`src/rtl/disp_scan.sv`:
```
module disp_scan #(
  parameter int DIGITS   = 6,
  parameter int DIV      = 4,
  parameter int ON_TICKS = 3
) (
  input  logic                  clk,
  input  logic                  rst_n,
  input  logic [DIGITS*4-1:0]   count,
  input  logic                  xfer,
  input  logic                  lamp_test,
  input  logic                  unblank,
  output logic [DIGITS-1:0]     digit_sel,
  output logic [6:0]            seg,
  output logic [3:0]            bcd
);
  localparam int DW      = (DIV > 1) ? $clog2(DIV) : 1;
  localparam int IW      = (DIGITS > 1) ? $clog2(DIGITS) : 1;
  localparam int LAST_PH = ON_TICKS + 1;
  localparam int PW      = $clog2(LAST_PH + 1);
  localparam logic [DIGITS-1:0] MSD_BIT = {1'b1, {(DIGITS-1){1'b0}}};

  logic [DW-1:0]       div_q;
  logic [IW-1:0]       idx;
  logic [PW-1:0]       ph;
  logic [DIGITS*4-1:0] hold_q;
  logic [3:0]          bcd_q;
  logic [6:0]          seg_q;
  logic                zrun;
  logic [3:0]          nib;
  logic                lead, still_zero;

  function automatic logic [6:0] decode(input logic [3:0] v);
    case (v)
      4'd0: decode = 7'h3F;
      4'd1: decode = 7'h06;
      4'd2: decode = 7'h5B;
      4'd3: decode = 7'h4F;
      4'd4: decode = 7'h66;
      4'd5: decode = 7'h6D;
      4'd6: decode = 7'h7D;
      4'd7: decode = 7'h07;
      4'd8: decode = 7'h7F;
      4'd9: decode = 7'h6F;
      default: decode = 7'h00;
    endcase
  endfunction

  wire tick = (div_q == DW'(DIV - 1));

  assign nib        = hold_q[4*(DIGITS-1-int'(idx)) +: 4];
  assign lead       = (idx == '0) ? 1'b1 : zrun;
  assign still_zero = lead && (nib == 4'd0) && !unblank && (idx != IW'(DIGITS-1));

  always_ff @(posedge clk) begin
    if (!rst_n) div_q <= '0;
    else        div_q <= tick ? '0 : div_q + 1'b1;
  end

  always_ff @(posedge clk) begin
    if (!rst_n)    hold_q <= '0;
    else if (xfer) hold_q <= count;
  end

  always_ff @(posedge clk) begin
    if (!rst_n) begin
      idx   <= '0;
      ph    <= '0;
      bcd_q <= '0;
      seg_q <= '0;
      zrun  <= 1'b1;
    end else if (tick) begin
      if (ph == PW'(LAST_PH)) begin
        ph  <= '0;
        idx <= (idx == IW'(DIGITS-1)) ? '0 : idx + 1'b1;
      end else begin
        ph <= ph + 1'b1;
      end
      if (ph == '0) begin
        bcd_q <= nib;
        seg_q <= still_zero ? 7'h00 : decode(nib);
        zrun  <= still_zero;
      end
    end
  end

  assign digit_sel = (ph >= PW'(2)) ? (MSD_BIT >> idx) : '0;
  assign bcd       = bcd_q;
  assign seg       = lamp_test ? 7'h7F : seg_q;
endmodule


```
`config.mk`:
```
export PLATFORM = sky130hd
export DESIGN_NAME = disp_scan
export DESIGN_NICKNAME = d
export VERILOG_FILES = /design/src/rtl/disp_scan.sv
export SDC_FILE = /design/constraint.sdc
export NUM_CORES = 1
export LEC_CHECK = 0
export BUFFER_PORTS_ARGS = -buffer_cell sky130_fd_sc_hd__buf_2
export CELL_PAD_IN_SITES_DETAIL_PLACEMENT = 0
export CELL_PAD_IN_SITES_GLOBAL_PLACEMENT = 1
export CORE_ASPECT_RATIO = 0.9
export CORE_MARGIN = 3
export CORE_UTILIZATION = 30
export CTS_CLUSTER_DIAMETER = 200
export DETAILED_ROUTE_END_ITERATION = 8
export GPL_TIMING_DRIVEN = 0
export PLACE_DENSITY = 0.67
export SKIP_LAST_GASP = 1
export SLEW_MARGIN = 20
export SYNTH_ARGS = -nofsm -noshare
export SYNTH_HDL_FRONTEND = slang
export SYNTH_SLANG_ARGS = --single-unit
```
`constraint.sdc`:
```
create_clock -name clk -period 3.45 [get_ports clk]
set_input_delay 0.69 -clock clk [delete_from_list [all_inputs] [get_ports clk]]
set_output_delay 0.69 -clock clk [all_outputs]
set_load 0.02 [all_outputs]
```
==> results.py, run 1 <==
metrics = {
    "status": {
        "status": "completed",
    },
    "yosys": {
        "syn_nets": 281,
        "syn_area_um2": 2300,
        "synth.top_cell.area_share": 0.383,
        "async_reset_ff_frac": 0,
        "synth_area_per_cell_um2": 9.70,
        "synth_top_flop_cell": "dfxtp_1",
        "synth_top_area_cell": "dfxtp_1",
        "ys_seq_elements": 44,
        "synth.distinct_cells": 37,
        "ys_warn_count": 0,
        "ys_seq_area_frac": 0.383,
        "netlist_instances": 237,
        "synth_edf_count": 0,
        "synth_area_leaders": "dfxtp_1 38%, mux2i_1 11%, ha_1 8.2%",
    },
    "cts": {
        "path_clk_slew_ps": 90,
        "cts_buffers": 5,
        "hold_buffers": 0,
        "cts-root-buf": "clkbuf_8",
        "clock_path_buffers": 2,
        "h-tree-depth": 2,
        "cts.sinks": 44,
        "cts_tree": "yes",
        "clkLatencyLatePin_ps": 300,
    },
    "critical_path": {
        "end_kind": "flop",
        "cp_common_cell": "ha_1",
        "cp_max_fo": 9,
        "slowest_stage": "mux4_2",
        "start_kind": "flop",
        "cp.required_ps": 3620,
        "worst-setup-path-type": "flop to flop",
        "critical_path_buf_inv_count": 2,
        "critPathArrivalTime_ps": 3350,
        "cp_top_family": "simple AND/OR/NAND/NOR gates",
        "worstPathCellList": "inv_1, ha_1, buf_2, mux4_2, a22oi_1, or2_2, ha_1, o211ai_1, or4_4, nand3_2, o31ai_1",
        "slowest_delay_ps": 550,
    },
    "cells_and_area": {
        "layout-drive-gt1-share": 0.263,
        "antenna-diode-count": 0,
        "final_area_um2": 2730,
        "fill_cells": 779,
        "utilization": 0.377,
        "area_growth_pct": 18.9,
        "final_nets": 332,
    },
    "route": {
        "viasPerCell": 4.62,
        "num_vias": 1763,
        "dr.first_iter.drc_count": 66,
        "drt-pass1-iter-count": 4,
        "ant_nets": 0,
        "drc_errors": 0,
        "wl_per_cell_um": 13.3,
        "routed_wl_mm": 5.10,
    },
    "global_route": {
        "antenna_found_initial": 0,
        "grt_pass1_wl_mm": 8.26,
        "track_usage": 0.119,
        "grt_pass1_vias": 1691,
        "gr-total-overflow": 0,
        "grt_max_degree": 16,
    },
    "sta": {
        "max_slew_margin": 0.479,
        "fmax_mhz": 315,
        "layout_min_cycle_time_ps": 3180,
        "finalWorstSetupSlack_ps": 271,
        "setup_viol": 0,
        "holdWs_ps": 430,
        "finalClockSkew_ps": 9.98,
        "period_share": 0.921,
        "rsz0062_at_grt": "no",
        "hold_viol_final": 0,
        "slew_viol_final": 0,
        "tightest_slew_ps": 782,
    },
    "power": {
        "leakage_uw": 0.00126,
        "power.switching_uw": 285,
        "powerDensity_nw_per_um2": 380,
        "ir_drop_uv": 148,
        "combPwrFrac": 0.148,
        "p_seq_frac": 0.529,
        "p_int_uw": 754,
        "power.total_uw": 1040,
        "p_clk_frac": 0.323,
        "switching_share": 0.275,
    },
    "die": {
        "initial_core_util": 0.317,
        "ioPinCount": 46,
        "coreArea_um2": 7260,
        "num_rows": 29,
        "die_area_um2": 8750,
        "die_w_um": 98.3,
        "die_h_um": 89.0,
    },
    "worst_hold_path": {
        "hp-class": "flop to flop",
    },
    "place": {
        "place_area_um2": 2640,
        "place_hpwl_mm": 3.92,
        "place_congestion": 0.721,
        "dp_slack_ps": -4.57,
        "io_buffer_count": 44,
    },
    "flow_run": {
        "maxCapViolCount": 0,
    },
}
power groups by stage:
stage / clock [µW] / combinational [µW] / sequential (µW)
floorplan: 0 / 106 / 561
global placement: 0 / 153 / 561
detailed placement: 0 / 155 / 562
CTS: 350 / 156 / 550
global route: 368 / 173 / 553
finish: 336 / 154 / 550
synth_stat cells, types with 6 or more instances:
| cell | n |
|---|---|
| a21oi_1 | 7 |
| and2_1 | 7 |
| and3_1 | 8 |
| clkbuf_1 | 7 |
| dfxtp_1 | 44 |
| ha_1 | 15 |
| inv_1 | 7 |
| mux2i_1 | 26 |
| nand2_1 | 17 |
| nor2b_1 | 30 |
| o21ai_0 | 6 |
| o31ai_1 | 6 |
| or2_2 | 10 |
through the flow:
| step | TNS [ps] | cells |
|---|---|---|
| global route | 0 | 382 |
| CTS | 0 | 382 |
| finish | 0 | 382 |
| detailed placement | -17.2 | 374 |
| floorplan | 0 | 237 |
| global placement | -12.3 | 374 |
final timing paths:
path,from,to,slack (ps),cells after the start
worst max-delay path,idx[1],seg_q[6],270,11
worst min-delay path,div_q[0],div_q[0],430,1
worst max register to register,idx[1],seg_q[6],270,11
worst min register to register,div_q[0],div_q[0],430,1
layout make-up:
class	count	area, µm²	share of cell area
Clock buffer	5	68.8	0.0252
Tap cell	93	116	0.0426
Buffer	12	47.5	0.0174
Timing Repair Buffer	44	220	0.0806
Multi-Input combinational cell	174	1350	0.493
Inverter	7	26.3	0.00962
Sequential cell	44	882	0.323
Clock inverter	3	23.8	0.00870
cells by family after synthesis:
family / Yosys count / share of synthesized area
muxes: 33 / 0.162
DFF: 44 / 0.383
and+or+nand+nor: 88 / 0.221
buffers and inverters: 19 / 0.0321
AOI/OAI and AO/OA: 36 / 0.112
adders and majority gates: 15 / 0.0817
xor gates and xnor gates: 2 / 0.00762
flip-flops by register name (all words and copies together), names as in the netlist:
| signal | flops |
|---|---|
| hold_q | 24 |
| idx | 3 |
| div_q | 2 |
| seg_q | 7 |
| ph | 3 |
| bcd | 4 |
| zrun | 1 |
layout by cell type (no fill, tap or decap), types with 2 or more instances in the layout:
cell type and n:
a21oi_1 6, a22oi_1 4, a32o_1 2, and2_1 7, and3_1 8, buf_1 3
buf_2 46, clkbuf_1 7, clkbuf_8 5, clkinvlp_4 2, dfxtp_1 43, ha_1 15
inv_1 7, mux2_2 4, mux2i_1 26, mux4_2 3, nand2_1 17, nand3_1 4
nor2_1 3, nor2b_1 30, nor3_1 2, nor3b_1 3, o211a_1 3, o211ai_1 2
o21ai_0 6, o31ai_1 6, or2_2 10
per-layer routing:
metal	wire (µm)	vias to the layer above	global-route usage
met5	0	-	0
met1	2500	799	0.155
li1	-	929	-
met4	59	0	0.0372
met2	2350	30	0.200
met3	181	5	0.0265
worst register-to-register path: stages, from the launching register on:
cell and delay (ps):
dfxtp_2 410, inv_1 140, ha_1 300, buf_2 210, mux4_2 560, a22oi_1 200
or2_2 210, ha_1 230, o211ai_1 110, or4_4 450, nand3_2 160, o31ai_1 90
what timing repair did:
action / 4_1_cts / 5_1_grt
gates resized for setup: 1 / 1
setup endpoints to repair: 6 / 7
buffers inserted: 0 / 0
hold endpoints to repair: 0 / 0
Note: power is estimated with default switching activity, not from simulation.
==> run 2, diff against run 1 <==
--- a/config.mk
+++ b/config.mk
@@ -5,6 +5,7 @@
 export SDC_FILE = /design/constraint.sdc
 export NUM_CORES = 1
 export LEC_CHECK = 0
+export ABC_AREA = 1
 export BUFFER_PORTS_ARGS = -buffer_cell sky130_fd_sc_hd__buf_2
 export CELL_PAD_IN_SITES_DETAIL_PLACEMENT = 0
 export CELL_PAD_IN_SITES_GLOBAL_PLACEMENT = 1
@@ -14,7 +15,7 @@
 export CTS_CLUSTER_DIAMETER = 200
 export DETAILED_ROUTE_END_ITERATION = 8
 export GPL_TIMING_DRIVEN = 0
-export PLACE_DENSITY = 0.67
+export PLACE_DENSITY = 0.71
 export SKIP_LAST_GASP = 1
 export SLEW_MARGIN = 20
 export SYNTH_ARGS = -nofsm -noshare
==> run 2 against run 1 <==
Net effect: sequential share of layout area fell by 0.061 points; setup slack improved by 370 ps; clock power rose by 15%; non-clock buffer count did not move; sequential cell count did not move.
==> results.py, run 2 <==
metrics = {
    "status": {
        "status": "completed",
    },
    "cells_and_area": {
        "antenna-diode-count": 0,
        "mostFrequentLayoutCell": "nand2_1",
        "layout-drive-gt1-share": 0.210,
        "fin_cells": 469,
        "area_growth_pct": 19.7,
        "final_nets": 419,
        "largest_reg_flops": 24,
        "regMostFlops": "hold_q",
        "final_area_um2": 2730,
        "fill_cells": 788,
        "layout_common_cells": "57 x nand2_1, 46 x buf_2, 44 x dfxtp_1",
    },
    "yosys": {
        "ys_warn_count": 0,
        "synth_top_flop_cell": "dfxtp_1",
        "synth.top_cell.area_share": 0.386,
        "synth_common_cells": "57 x nand2_1, 44 x dfxtp_1, 36 x nor2_1, 34 x o21ai_0, 32 x inv_1",
        "synth_area_leaders": "dfxtp_1 39%, nand2_1 9.4%, ha_1 8.2%",
        "syn_area_um2": 2280,
        "synth_top_area_cell": "dfxtp_1",
        "netlist_instances": 323,
        "ys_seq_elements": 44,
        "synth_area_per_cell_um2": 7.07,
        "ys_seq_area_frac": 0.386,
        "syn_nets": 367,
        "synthMostInstantiatedCell": "nand2_1",
        "async_reset_ff_frac": 0,
        "synth.distinct_cells": 28,
        "synth_edf_count": 0,
    },
    "die": {
        "die_w_um": 98.0,
        "initial_core_util": 0.316,
        "die_h_um": 88.8,
        "num_rows": 29,
        "ioPinCount": 46,
        "die_area_um2": 8700,
        "coreArea_um2": 7220,
    },
    "cts": {
        "clkLatencyLatePin_ps": 300,
        "hold_buffers": 0,
        "cts-root-buf": "clkbuf_8",
        "h-tree-depth": 2,
        "cts-resized-gates": 0,
        "cts_buffers": 5,
        "path_clk_slew_ps": 80,
        "clock_path_buffers": 2,
        "cts_tree": "yes",
        "postCtsSetupBuffers": 0,
        "cts.sinks": 44,
    },
    "critical_path": {
        "cp_common_cell": "inv_2",
        "crit_path_start": "idx[1]",
        "worstPathCellList": "inv_2, ha_1, inv_2, nand2_1, nor2_1, o21ai_1, a21oi_2, inv_2, ha_1, nand3_2, nor2_2, nor2_4, nand3_1, a21oi_1",
        "worst-setup-path-type": "flop to flop",
        "r2r_end": "seg_q[6]",
        "r2r_start": "idx[1]",
        "r2r_slack_ps": 640,
        "cp_max_fo": 11,
        "endpoint": "seg_q[6]",
        "critPathArrivalTime_ps": 3030,
        "start_kind": "flop",
        "slowest_delay_ps": 490,
        "slowest_stage": "dfxtp_1",
        "reg2reg_depth": 14,
        "cp.required_ps": 3680,
        "end_kind": "flop",
    },
    "power": {
        "combPwrFrac": 0.191,
        "ir_drop_uv": 286,
        "power.total_uw": 1170,
        "p_clk_frac": 0.332,
        "p_seq_frac": 0.477,
        "p_int_uw": 838,
        "leakage_uw": 0.00127,
        "switching_share": 0.282,
        "powerDensity_nw_per_um2": 427,
        "power.switching_uw": 329,
    },
    "route": {
        "routed_wl_mm": 5.53,
        "ant_nets": 0,
        "viasPerCell": 4.53,
        "dr.first_iter.drc_count": 143,
        "wl_per_cell_um": 11.8,
        "drc_errors": 0,
        "drt-pass1-iter-count": 4,
        "num_vias": 2126,
    },
    "sta": {
        "max_slew_margin": 0.671,
        "layout_min_cycle_time_ps": 2810,
        "tightest_slew_ps": 493,
        "finalClockSkew_ps": 9.15,
        "period_share": 0.814,
        "setup_viol": 0,
        "fmax_mhz": 356,
        "holdWs_ps": 429,
        "hold_viol_final": 0,
        "rsz0062_at_grt": "no",
        "slew_viol_final": 0,
        "finalSetupTns_ps": 0,
    },
    "place": {
        "io_buffer_count": 45,
        "placed_cells": 461,
        "place_hpwl_mm": 4.23,
        "place_area_um2": 2630,
        "place_congestion": 0.882,
    },
    "worst_hold_path": {
        "min_from": "div_q[0]",
        "hp-class": "flop to flop",
    },
    "global_route": {
        "grt_pass1_wl_mm": 9.17,
        "grt_pass1_vias": 1976,
        "gr-total-overflow": 0,
        "antenna_found_initial": 0,
        "track_usage": 0.131,
        "grt_max_degree": 14,
    },
    "flow_run": {
        "maxCapViolCount": 0,
    },
}
run 2: area by class of cell:
cell class              count  area (µm²)  area share
multi-input cells         226        1200       0.438
flip-flops and latches     44         881       0.322
repair buffers             45         225      0.0824
inverters                  42         158      0.0577
well taps                  93         116      0.0426
clock buffers               6        72.6      0.0265
plain buffers              11        50.0      0.0183
clock inverters             2        35.0      0.0128
run 2: kinds of logic (layout without fill, tap and decap cells):
logic type,count (synthesis),after routing,synth area share
AND/OR/NAND/NOR,140,140,0.273
AO/OA/AOI/OAI,71,71,0.169
buffers and inverters,53,106,0.0909
flip-flops,44,44,0.386
adder cells (fa/ha/maj),15,15,0.0821
run 2: power by group through the flow:
stage	Combinational, µW	Sequential (µW)	Clock (µW)
final	223	556	388
after global placement	222	568	0
after floorplan	159	568	0
after global routing	256	560	422
after CTS	224	556	401
after detailed placement	224	568	0
run 2: worst min path at each step:
stage / endpoint / depth (start not counted) / slack (ps)
CTS: div_q[0] / 1 / 430
detailed placement: div_q[0] / 1 / 410
floorplan: div_q[0] / 1 / 400
global placement: div_q[0] / 1 / 410
finish: div_q[0] / 1 / 430
global route: hold_q[3] / 2 / 490
run 2: critical path, delay by kind of cell, from the launching register on:
family,cells,cell delay [ps]
buffers and inverters,3,440
adder cells (fa/ha/maj),2,640
flip-flops,1,490
AO/OA/AOI/OAI,3,520
AND/OR/NAND/NOR,6,650
run 2: stage by stage:
stage	setup slack, ps	utilization
2_1_floorplan	1120	-
3_3_place_gp	656	0.364
3_5_place_dp	637	0.364
4_1_cts	623	0.379
5_1_grt	385	0.379
6_report	643	0.379
run 2: layer usage:
layer	routed length [µm]	GRT usage
met4	54	0.0340
met5	0	0
met2	2270	0.205
met1	2970	0.183
met3	241	0.0284
==> run 3, diff against run 2 <==
--- a/config.mk
+++ b/config.mk
@@ -5,7 +5,7 @@
 export SDC_FILE = /design/constraint.sdc
 export NUM_CORES = 1
 export LEC_CHECK = 0
-export ABC_AREA = 1
+export ABC_AREA = 0
 export BUFFER_PORTS_ARGS = -buffer_cell sky130_fd_sc_hd__buf_2
 export CELL_PAD_IN_SITES_DETAIL_PLACEMENT = 0
 export CELL_PAD_IN_SITES_GLOBAL_PLACEMENT = 1
@@ -15,7 +15,7 @@
 export CTS_CLUSTER_DIAMETER = 200
 export DETAILED_ROUTE_END_ITERATION = 8
 export GPL_TIMING_DRIVEN = 0
-export PLACE_DENSITY = 0.71
+export PLACE_DENSITY = 0.69
 export SKIP_LAST_GASP = 1
 export SLEW_MARGIN = 20
 export SYNTH_ARGS = -nofsm -noshare
==> constraint.sdc (replaced) <==
create_clock -name clk -period 2.3 [get_ports clk]
set_input_delay 0.46 -clock clk [delete_from_list [all_inputs] [get_ports clk]]
set_output_delay 0.46 -clock clk [all_outputs]
set_load 0.02 [all_outputs]
==> run 3 against run 2 <==
Net effect: the run now ends with negative setup slack left; critical path type unchanged; clock power increased by 27%; critical endpoint is now seg_q[3]; cell area is 4.0% higher; global-route usage down 1.2 points.
==> results.py, run 3 (synthesized netlist as in run 1, its figures left out) <==
metrics = {
    "power": {
        "ir_drop_uv": 260,
        "leakage_uw": 0.00130,
        "powerDensity_nw_per_um2": 549,
    },
    "status": {
        "status": "complete, but fails checks",
        "violations": "negative setup slack",
    },
    "global_route": {
        "gr-total-overflow": 0,
        "grt_pass1_vias": 1730,
        "track_usage": 0.118,
        "grt_max_degree": 16,
        "grt_pass1_wl_mm": 8.35,
        "antenna_found_initial": 0,
    },
    "critical_path": {
        "r2r_start": "idx[1]",
        "end_kind": "flop",
        "r2r_end": "seg_q[3]",
        "worst-setup-path-type": "flop to flop",
        "cp_max_fo": 6,
        "start_kind": "flop",
        "critPathArrivalTime_ps": 2730,
        "reg2reg_depth": 10,
        "r2r_slack_ps": -270,
        "cp.required_ps": 2460,
    },
    "die": {
        "die_w_um": 98.3,
        "num_rows": 29,
        "initial_core_util": 0.317,
        "die_h_um": 89.0,
        "coreArea_um2": 7260,
        "ioPinCount": 46,
        "die_area_um2": 8750,
    },
    "sta": {
        "setup_viol": 8,
        "slew_viol_final": 0,
        "period_share": 1.12,
        "tightest_slew_ps": 744,
        "hold_viol_final": 0,
        "layout_min_cycle_time_ps": 2570,
        "max_slew_margin": 0.504,
        "fmax_mhz": 389,
        "finalWorstSetupSlack_ps": -269,
        "rsz0062_at_grt": "yes",
        "finalClockSkew_ps": 11.9,
    },
    "route": {
        "drc_errors": 0,
        "drt-pass1-iter-count": 4,
        "ant_nets": 0,
        "dr.first_iter.drc_count": 53,
        "routed_wl_mm": 5.17,
        "num_vias": 1809,
        "wl_per_cell_um": 13.4,
        "viasPerCell": 4.67,
    },
    "place": {
        "io_buffer_count": 44,
        "place_hpwl_mm": 3.92,
        "placed_cells": 374,
        "place_congestion": 0.723,
    },
    "worst_hold_path": {
        "worstHoldEndpoint": "hold_q[23]",
        "min_from": "count[23]",
        "min_delay_path_depth": 3,
        "hp-class": "input pin to flop",
    },
    "cells_and_area": {
        "area_growth_pct": 23.7,
        "final_nets": 337,
        "layout-drive-gt1-share": 0.306,
        "largest_reg_flops": 24,
        "mostFrequentLayoutCell": "buf_2",
        "utilization": 0.392,
        "antenna-diode-count": 0,
        "layout_common_cells": "44 x buf_2, 41 x dfxtp_1, 30 x nor2b_1",
        "fin_cells": 387,
        "fill_cells": 757,
        "regMostFlops": "hold_q",
    },
    "flow_run": {
        "maxCapViolCount": 0,
    },
    "cts": {
        "h-tree-depth": 2,
        "hold_buffers": 0,
        "cts_buffers": 5,
        "cts.sinks": 44,
        "path_clk_slew_ps": 90,
        "clock_path_buffers": 2,
        "cts_tree": "yes",
        "cts-root-buf": "clkbuf_8",
        "clkLatencyLatePin_ps": 290,
    },
}
==> run 3: cell count changes in the layout (fill, tap and decap cells not counted), sizes merged, moves of 23 or more <==
cell / before / now
inv: 40 / 8
mux2i: 0 / 26
nand2: 59 / 17
nand3: 28 / 5
nor2: 38 / 3
nor2b: 0 / 30
o21ai: 38 / 6
==> run 3: power by group <==
group          switching (µW)  internal (µW)
Combinational             124            120
Sequential               20.7            803
Clock                     278            216
Total                     423           1140
==> run 3: repair_timing <==
action                     4_1_cts  5_1_grt
resized for setup                3        4
setup endpoints to repair       11       10
buffers inserted                 6        0
pin swaps                        9        4
==> run 3: final cells by class <==
cell class                      instances  area, µm²  share of cell area
Clock inverter                          3       22.5             0.00792
Inverter                                7       28.8              0.0101
Buffer                                 11       45.0              0.0158
Tap cell                               93        116              0.0409
Sequential cell                        44        887               0.312
Multi-Input combinational cell        174       1410               0.496
Clock buffer                            5       68.8              0.0242
Timing Repair Buffer                   50        265              0.0933
==> run 3: per-stage QoR <==
stage	setup WS, ps	hold slack, ps	TNS (ps)	area, µm²	power [µW]
after detailed placement	-566	426	-4340	2690	1080
after global placement	-573	415	-4460	2690	1080
after global routing	-379	430	-2870	2840	1640
final	-269	418	-1970	2840	1560
after CTS	-314	410	-2280	2830	1590
after floorplan	-329	403	-2530	2360	1010
==> run 3: per-layer routing <==
| layer | share of wire | wire length, µm | track usage | vias to the layer above |
|---|---|---|---|---|
| met1 | 0.49 | 2520 | 0.158 | 838 |
| li1 | - | - | - | 941 |
| met4 | 0.0070 | 36 | 0.0223 | 0 |
| met2 | 0.47 | 2450 | 0.203 | 26 |
| met5 | 0 | 0 | 0 | - |
| met3 | 0.032 | 164 | 0.0242 | 4 |
==> run 3: worst max path at each step <==
stage | startpoint | to | slack (ps) | depth (start not counted)
6_report | idx[1] | seg_q[3] | -270 | 10
3_5_place_dp | idx[1] | seg_q[0] | -570 | 11
5_1_grt | idx[1] | seg_q[6] | -380 | 10
3_3_place_gp | idx[1] | seg_q[0] | -570 | 11
4_1_cts | idx[1] | seg_q[3] | -310 | 10
2_1_floorplan | idx[1] | seg_q[0] | -330 | 11
==> run 3: worst max-delay path, cell delays in order, from the launching register on <==
cell and delay [ps]:
dfxtp_4 370, inv_4 40, ha_4 280, mux4_2 530, a22oi_2 160, or2_4 170, ha_4 140, o211ai_1 70
or4_4 450, nand3_4 140, o31ai_1 80
